## config.mk

```make
export PLATFORM = sky130hd
export DESIGN_NAME = pc_unit
export DESIGN_NICKNAME = d
export VERILOG_FILES = /design/src/rtl/pc_unit_pkg.sv /design/src/rtl/pc_phase_fsm.sv /design/src/rtl/pc_latch_bank.sv /design/src/rtl/pc_counter.sv /design/src/rtl/pc_unit.sv
export SDC_FILE = /design/constraint.sdc
export NUM_CORES = 1
export LEC_CHECK = 0
export BUFFER_PORTS_ARGS = -buffer_cell sky130_fd_sc_hd__buf_2
export CAP_MARGIN = 40
export CORE_MARGIN = 5
export CORE_UTILIZATION = 30
export CTS_BUF_LIST = sky130_fd_sc_hd__clkbuf_16
export DETAILED_ROUTE_END_ITERATION = 6
export GPL_TIMING_DRIVEN = 0
export SKIP_LAST_GASP = 1
export SYNTH_ARGS = -nofsm -noshare
export SYNTH_HDL_FRONTEND = slang
export SYNTH_HIERARCHICAL = 1
export SYNTH_SLANG_ARGS = --single-unit
```

## constraint.sdc

```tcl
create_clock -name clk -period 3.8 [get_ports clk]
set_input_delay 0.76 -clock clk [delete_from_list [all_inputs] [get_ports clk]]
set_output_delay 0.76 -clock clk [all_outputs]
set_load 0.02 [all_outputs]
```

## src/rtl/pc_unit_pkg.sv

```systemverilog
package pc_unit_pkg;

    typedef enum logic [1:0] {
        PH_Q1 = 2'd0,
        PH_Q2 = 2'd1,
        PH_Q3 = 2'd2,
        PH_Q4 = 2'd3
    } phase_e;

    localparam int NUM_PHASES = 4;
    localparam int BYTE_W     = 8;
    localparam int LOW_W      = 8;
    localparam int MID_W      = 8;

endpackage

```

## src/rtl/pc_phase_fsm.sv

```systemverilog
module pc_phase_fsm
    import pc_unit_pkg::*;
(
    input  logic                  clk,
    input  logic                  rst_n,
    output logic [NUM_PHASES-1:0] phase_o,
    output logic                  step_o,
    output logic                  commit_o
);

    phase_e st_q;
    phase_e st_d;

    // state register
    always_ff @(posedge clk or negedge rst_n) begin
        if (!rst_n) begin
            st_q <= PH_Q1;
        end else begin
            st_q <= st_d;
        end
    end

    // transitions
    always_comb begin
        st_d = st_q;
        unique case (st_q)
            PH_Q1: st_d = PH_Q2;
            PH_Q2: st_d = PH_Q3;
            PH_Q3: st_d = PH_Q4;
            PH_Q4: st_d = PH_Q1;
            default: st_d = PH_Q1;
        endcase
    end

    // outputs
    always_comb begin
        phase_o  = '0;
        step_o   = 1'b0;
        commit_o = 1'b0;
        unique case (st_q)
            PH_Q1: begin
                phase_o[0] = 1'b1;
                step_o     = 1'b1;
            end
            PH_Q2: phase_o[1] = 1'b1;
            PH_Q3: phase_o[2] = 1'b1;
            PH_Q4: begin
                phase_o[3] = 1'b1;
                commit_o   = 1'b1;
            end
            default: phase_o = '0;
        endcase
    end

endmodule

```

## src/rtl/pc_latch_bank.sv

```systemverilog
module pc_latch_bank
    import pc_unit_pkg::*;
#(
    parameter int UP_W = 5
) (
    input  logic              clk,
    input  logic              rst_n,
    input  logic              commit_i,
    input  logic              mid_wr_i,
    input  logic              up_wr_i,
    input  logic [BYTE_W-1:0] wdata_i,
    input  logic              snap_i,
    input  logic [MID_W-1:0]  pc_mid_i,
    input  logic [UP_W-1:0]   pc_up_i,
    output logic [MID_W-1:0]  mid_q_o,
    output logic [UP_W-1:0]   up_q_o,
    output logic [MID_W-1:0]  mid_nx_o,
    output logic [UP_W-1:0]   up_nx_o
);

    logic [MID_W-1:0] mid_q;
    logic [UP_W-1:0]  up_q;

    // value each latch takes on a commit edge; a snapshot beats a direct write
    always_comb begin
        mid_nx_o = mid_q;
        up_nx_o  = up_q;
        if (mid_wr_i) begin
            mid_nx_o = wdata_i;
        end
        if (up_wr_i) begin
            up_nx_o = wdata_i[UP_W-1:0];
        end
        if (snap_i) begin
            mid_nx_o = pc_mid_i;
            up_nx_o  = pc_up_i;
        end
    end

    always_ff @(posedge clk or negedge rst_n) begin
        if (!rst_n) begin
            mid_q <= '0;
            up_q  <= '0;
        end else if (commit_i) begin
            mid_q <= mid_nx_o;
            up_q  <= up_nx_o;
        end
    end

    assign mid_q_o = mid_q;
    assign up_q_o  = up_q;

endmodule

```

## src/rtl/pc_counter.sv

```systemverilog
module pc_counter
    import pc_unit_pkg::*;
#(
    parameter int PC_W = 21
) (
    input  logic                 clk,
    input  logic                 rst_n,
    input  logic                 step_i,
    input  logic                 commit_i,
    input  logic                 br_en_i,
    input  logic [PC_W-1:0]      br_target_i,
    input  logic                 pcl_wr_i,
    input  logic [LOW_W-1:0]     pcl_wdata_i,
    input  logic [MID_W-1:0]     lat_mid_nx_i,
    input  logic [PC_W-17:0]     lat_up_nx_i,
    output logic [PC_W-1:0]      pc_o,
    output logic [PC_W-1:0]      fetch_o,
    output logic                 flush_o
);

    localparam logic [PC_W-1:0] WORD_STEP = PC_W'(2);
    localparam logic [PC_W-1:0] EVEN_MASK = ~PC_W'(1);

    logic [PC_W-1:0] pc_q;
    logic [PC_W-1:0] fetch_q;
    logic            flush_q;
    logic [PC_W-1:0] load_val;
    logic            load_en;

    // direct branch wins over a computed jump through the latches
    always_comb begin
        load_en  = br_en_i | pcl_wr_i;
        load_val = pc_q;
        if (br_en_i) begin
            load_val = br_target_i & EVEN_MASK;
        end else if (pcl_wr_i) begin
            load_val = {lat_up_nx_i, lat_mid_nx_i, pcl_wdata_i & 8'hFE};
        end
    end

    always_ff @(posedge clk or negedge rst_n) begin
        if (!rst_n) begin
            pc_q    <= '0;
            fetch_q <= '0;
            flush_q <= 1'b0;
        end else begin
            if (step_i) begin
                fetch_q <= pc_q;
                pc_q    <= pc_q + WORD_STEP;
            end
            if (commit_i) begin
                flush_q <= load_en;
                if (load_en) begin
                    pc_q <= load_val;
                end
            end
        end
    end

    assign pc_o    = pc_q;
    assign fetch_o = fetch_q;
    assign flush_o = flush_q;

endmodule

```

## src/rtl/pc_unit.sv

```systemverilog
module pc_unit
    import pc_unit_pkg::*;
#(
    parameter int PC_W = 21,
    localparam int UP_W = PC_W - 16
) (
    input  logic                  clk,
    input  logic                  rst_n,
    input  logic                  pcl_wr_i,
    input  logic                  pcl_rd_i,
    input  logic [7:0]            pcl_wdata_i,
    input  logic                  lat_mid_wr_i,
    input  logic                  lat_up_wr_i,
    input  logic [7:0]            lat_wdata_i,
    input  logic                  br_en_i,
    input  logic [PC_W-1:0]       br_target_i,
    output logic [3:0]            phase_o,
    output logic [PC_W-1:0]       fetch_addr_o,
    output logic                  flush_o,
    output logic [7:0]            pcl_rdata_o,
    output logic [7:0]            lat_mid_o,
    output logic [UP_W-1:0]       lat_up_o
);

    logic            step;
    logic            commit;
    logic [PC_W-1:0] pc;
    logic [MID_W-1:0] mid_nx;
    logic [UP_W-1:0]  up_nx;

    pc_phase_fsm u_phase (
        .clk      (clk),
        .rst_n    (rst_n),
        .phase_o  (phase_o),
        .step_o   (step),
        .commit_o (commit)
    );

    pc_latch_bank #(
        .UP_W (UP_W)
    ) u_latch (
        .clk      (clk),
        .rst_n    (rst_n),
        .commit_i (commit),
        .mid_wr_i (lat_mid_wr_i),
        .up_wr_i  (lat_up_wr_i),
        .wdata_i  (lat_wdata_i),
        .snap_i   (pcl_rd_i),
        .pc_mid_i (pc[15:8]),
        .pc_up_i  (pc[PC_W-1:16]),
        .mid_q_o  (lat_mid_o),
        .up_q_o   (lat_up_o),
        .mid_nx_o (mid_nx),
        .up_nx_o  (up_nx)
    );

    pc_counter #(
        .PC_W (PC_W)
    ) u_count (
        .clk          (clk),
        .rst_n        (rst_n),
        .step_i       (step),
        .commit_i     (commit),
        .br_en_i      (br_en_i),
        .br_target_i  (br_target_i),
        .pcl_wr_i     (pcl_wr_i),
        .pcl_wdata_i  (pcl_wdata_i),
        .lat_mid_nx_i (mid_nx),
        .lat_up_nx_i  (up_nx),
        .pc_o         (pc),
        .fetch_o      (fetch_addr_o),
        .flush_o      (flush_o)
    );

    assign pcl_rdata_o = pc[7:0];

endmodule

```

==> metrics.txt <==
# TYPE chip_impl_metric gauge
chip_impl_metric{name="slew-limit-headroom",unit="%"} 58.1
chip_impl_metric{name="cell_internal_pwr",unit="W"} 0.00107
chip_impl_metric{name="fin_worst_skew",unit="ns"} 0.00775
chip_impl_info{name="critPathTopFamily",value="simple AND/OR/NAND/NOR gates"} 1
chip_impl_metric{name="critical_path_required",unit="ns"} 4.02
chip_impl_metric{name="via_count",unit=""} 2845
chip_impl_metric{name="grt_usage",unit="%"} 14.8
chip_impl_metric{name="postSynth.asyncResetShare",unit="%"} 100
chip_impl_info{name="netlist_top_cells_area",value="dfrtp_1, mux2_2, mux2i_1"} 1
chip_impl_metric{name="peak_ir_drop_on_the_vdd_network",unit="mV"} 0.253
chip_impl_metric{name="number_of_resized_instances_in_the_post_cts_repair_step",unit=""} 0
chip_impl_metric{name="cp_data_arrival_time",unit="ns"} 2.75
chip_impl_metric{name="yosys_warnings",unit=""} 6
chip_impl_metric{name="floorplan.die.height",unit="microns"} 113
chip_impl_metric{name="num_antenna_cells",unit=""} 0
chip_impl_metric{name="drt_pass1_iterations",unit=""} 4
chip_impl_metric{name="drive_above_1_share",unit="%"} 34.3
chip_impl_metric{name="total_length_of_routed_wires",unit="mm"} 9.65
chip_impl_metric{name="min_period_over_period",unit="%"} 66.6
chip_impl_metric{name="drt_iter0_markers",unit=""} 163
chip_impl_metric{name="syn_area",unit="sq um"} 3190
chip_impl_metric{name="htree_levels",unit=""} 2
chip_impl_metric{name="clkSinkCount",unit=""} 56
chip_impl_metric{name="clock_power_share",unit="%"} 28.4
chip_impl_metric{name="pin_count_of_the_biggest_net_entering_global_routing",unit=""} 36
chip_impl_info{name="clock-root-buffer",value="clkbuf_16"} 1
chip_impl_metric{name="place.detailed.instances",unit=""} 545
chip_impl_metric{name="grt_first_pass_wirelength",unit="mm"} 15.3
chip_impl_metric{name="clk_path_buf_depth",unit=""} 2
chip_impl_metric{name="start_util",unit="%"} 30.8
chip_impl_info{name="post_synth_most_frequent_cells",value="dfrtp_1, nand2_1, mux2_2, o21ai_0, a21oi_1"} 1
chip_impl_metric{name="die_w",unit="microns"} 113
chip_impl_metric{name="total_power_per_unit_cell_area",unit="nW/um^2"} 403
chip_impl_metric{name="maxCapViolations",unit=""} 0
chip_impl_info{name="timing.critical_path.from_type",value="flop"} 1
chip_impl_info{name="crit_type",value="reg2reg"} 1
chip_impl_info{name="worst_hold_path_type",value="in2async"} 1
chip_impl_info{name="post-synth-top-count-cell",value="dfrtp_1"} 1
chip_impl_metric{name="route.detailed.vias_per_inst",unit=""} 5.14
chip_impl_metric{name="post_drt_wl_per_cell",unit="microns"} 17.5
chip_impl_metric{name="synthToLayoutAreaGrowth",unit="%"} 23.9
chip_impl_metric{name="clock.fmax",unit="MHz"} 395
chip_impl_metric{name="grt_antenna_before_repair",unit=""} 0
chip_impl_metric{name="synth_seq_area_share",unit="%"} 43.9
chip_impl_metric{name="synth.ff_latch_count",unit=""} 56
chip_impl_metric{name="clock_latency_late_sink",unit="ns"} 0.29
chip_impl_metric{name="post_layout_minimum_cycle_time",unit="ns"} 2.53
chip_impl_metric{name="tritoncts.num_buffers",unit=""} 5
chip_impl_metric{name="synth_enable_flop_cells",unit=""} 0
chip_impl_metric{name="detailedPlacementHpwl",unit="mm"} 7.30
chip_impl_info{name="critical_path.endpoint_type",value="flop"} 1
chip_impl_metric{name="power.share.sequential",unit="%"} 48.5
chip_impl_metric{name="worst_pin_slew",unit="ns"} 0.628
chip_impl_metric{name="yosys.area.top_type_share",unit="%"} 43.9
chip_impl_metric{name="final_layout_net_count",unit=""} 465
chip_impl_metric{name="cts_hold_buf",unit=""} 0
chip_impl_metric{name="port-buffer-count",unit=""} 86
chip_impl_metric{name="number_of_hold_violations_in_the_final_report",unit=""} 0
chip_impl_metric{name="total_congestion_overflow_after_global_routing",unit=""} 0
chip_impl_metric{name="crit_path_max_incr_delay",unit="ns"} 0.46
chip_impl_metric{name="swShare",unit="%"} 33.0
chip_impl_metric{name="number_of_global_route_vias_before_repair",unit=""} 2876
chip_impl_metric{name="finalWeightedCongestion",unit=""} 0.850
chip_impl_metric{name="postCtsSetupBuffers",unit=""} 0
chip_impl_metric{name="number_of_buffers_and_inverters_on_the_critical_path",unit=""} 3
chip_impl_metric{name="num_rows",unit=""} 37
chip_impl_metric{name="sequential_standard_cell_area",unit="sq um"} 1400
chip_impl_metric{name="dieArea",unit="sq um"} 12800
chip_impl_info{name="cell_chain_critical_path",value="inv_1 -> ha_1 -> buf_2 -> nand4_4 -> or4_1 -> buf_2 -> or4_1 -> a31oi_1"} 1
chip_impl_metric{name="boundaryPins",unit=""} 91
chip_impl_info{name="rsz0062_at_grt",value="no"} 1
chip_impl_metric{name="p_sw",unit="W"} 0.000527
chip_impl_metric{name="netlist-cell-type-count",unit=""} 40
chip_impl_metric{name="n_fill_cell",unit=""} 1069
chip_impl_info{name="crit_path_top_delay_cell",value="or4_1"} 1
chip_impl_metric{name="multi_input_comb_area",unit="sq um"} 1640
chip_impl_metric{name="clk_pin_slew_worst_paths",unit="ns"} 0.07
chip_impl_metric{name="core-area",unit="sq um"} 10400
chip_impl_metric{name="power_leakage",unit="nW"} 1.74
chip_impl_metric{name="syn_area_per_cell",unit="sq um"} 9.95
chip_impl_metric{name="ant_nets",unit=""} 0
chip_impl_info{name="outcome",value="completed"} 1
chip_impl_metric{name="total_neg_setup_slack",unit="ns"} 0
chip_impl_metric{name="timing.final.max_slew_violations",unit=""} 0
chip_impl_info{name="synth_largest_area_cell",value="dfrtp_1"} 1
chip_impl_metric{name="drc",unit=""} 0
chip_impl_metric{name="crit_path_max_fanout",unit=""} 10
chip_impl_info{name="synth_ff_type",value="dfrtp_1"} 1
chip_impl_info{name="tritoncts",value="done"} 1
chip_impl_metric{name="postSynthCellCount",unit=""} 321
chip_impl_metric{name="final_cell_count_no_fill",unit=""} 553
chip_impl_metric{name="setup-violations-final",unit=""} 0
chip_impl_metric{name="combinationalPowerShare",unit="%"} 23.1
## placed cells by master, fill, tap and decap left out, drive strengths merged, types with 13 or more instances in the layout
cell type,n
a211oi,17
dfrtp,56
buf,104
clkbuf,13
nor2b,18
nand2,24
o21ai,21
mux2,20
mux2i,17
a21oi,25
## final timing paths
kind / cells after the start / from / slack (ns) / end
max: 8 / u_phase/st_q[0]$_DFF_PN0_ / 1.27 / u_count/pc_o[20]$_DFFE_PN0P_
min reg2reg: 1 / u_count/fetch_o[11]$_DFFE_PN0P_ / 0.50 / u_count/fetch_o[11]$_DFFE_PN0P_
min: 1 / rst_n / 0.45 / u_latch/mid_q_o[5]$_DFFE_PN0P_
max reg2reg: 8 / u_phase/st_q[0]$_DFF_PN0_ / 1.27 / u_count/pc_o[20]$_DFFE_PN0P_
min in group clk: 1 / u_count/fetch_o[11]$_DFFE_PN0P_ / 0.50 / u_count/fetch_o[11]$_DFFE_PN0P_
max in group asynchronous: 2 / rst_n / 2.78 / u_count/pc_o[15]$_DFFE_PN0P_
## cell families after synthesis
| logic type | count (synthesis) | share of synthesized area [%] |
|---|---|---|
| compound gates | 79 | 15.1 |
| flops | 56 | 43.9 |
| other cells | 1 | 0.117 |
| simple gates | 98 | 17.8 |
| fa+ha+maj | 5 | 1.96 |
| xor+xnor | 14 | 3.84 |
| buf+inv | 31 | 4.94 |
| mux | 37 | 12.4 |
## routing by layer
metal	part of all wire (%)	track usage, %	vias up
met5	0	0	-
met4	1.7	4.73	0
met3	4.3	2.62	14
met2	48	24.2	76
met1	46	20.0	1404
li1	-	-	1351
## area by class of cell
type	count	area share, %
Multi-Input combinational cell	235	41.4
Sequential cell	56	35.4
Timing Repair Buffer	87	11.4
Tap cell	136	4.30
Buffer	25	3.41
Clock buffer	5	3.16
Inverter	6	0.569
Clock inverter	3	0.379
## power groups by stage
| stage | sequential [W] | clock (W) | combinational, W |
|---|---|---|---|
| 3_5_place_dp | 0.000787 | 0 | 0.000369 |
| 5_1_grt | 0.000789 | 0.000490 | 0.000402 |
| 4_1_cts | 0.000775 | 0.000467 | 0.000371 |
| 3_3_place_gp | 0.000784 | 0 | 0.000360 |
| 2_1_floorplan | 0.000831 | 0 | 0.000157 |
| 6_report | 0.000774 | 0.000453 | 0.000369 |
## registers in the layout (all words and copies together), names as in the netlist
signal           count
u_latch/up_q_o       5
u_count/flush_o      1
u_count/pc_o        20
u_latch/mid_q_o      8
u_phase/st_q         2
u_count/fetch_o     20
## metrics by stage
| step | setup WS, ns | instance area, sq um | utilization, % | hold slack, ns | power, W |
|---|---|---|---|---|---|
| after floorplan | 1.60 | 3200 | - | 0.464 | 0.000988 |
| after global placement | 1.31 | 3800 | 36.6 | 0.487 | 0.00114 |
| after detailed placement | 1.21 | 3820 | 36.8 | 0.491 | 0.00116 |
| after CTS | 1.23 | 3960 | 38.2 | 0.465 | 0.00161 |
| after global routing | 1.10 | 3960 | 38.2 | 0.490 | 0.00168 |
| final | 1.27 | 3960 | 38.2 | 0.446 | 0.00160 |
Power figures use the tool's default switching activity.
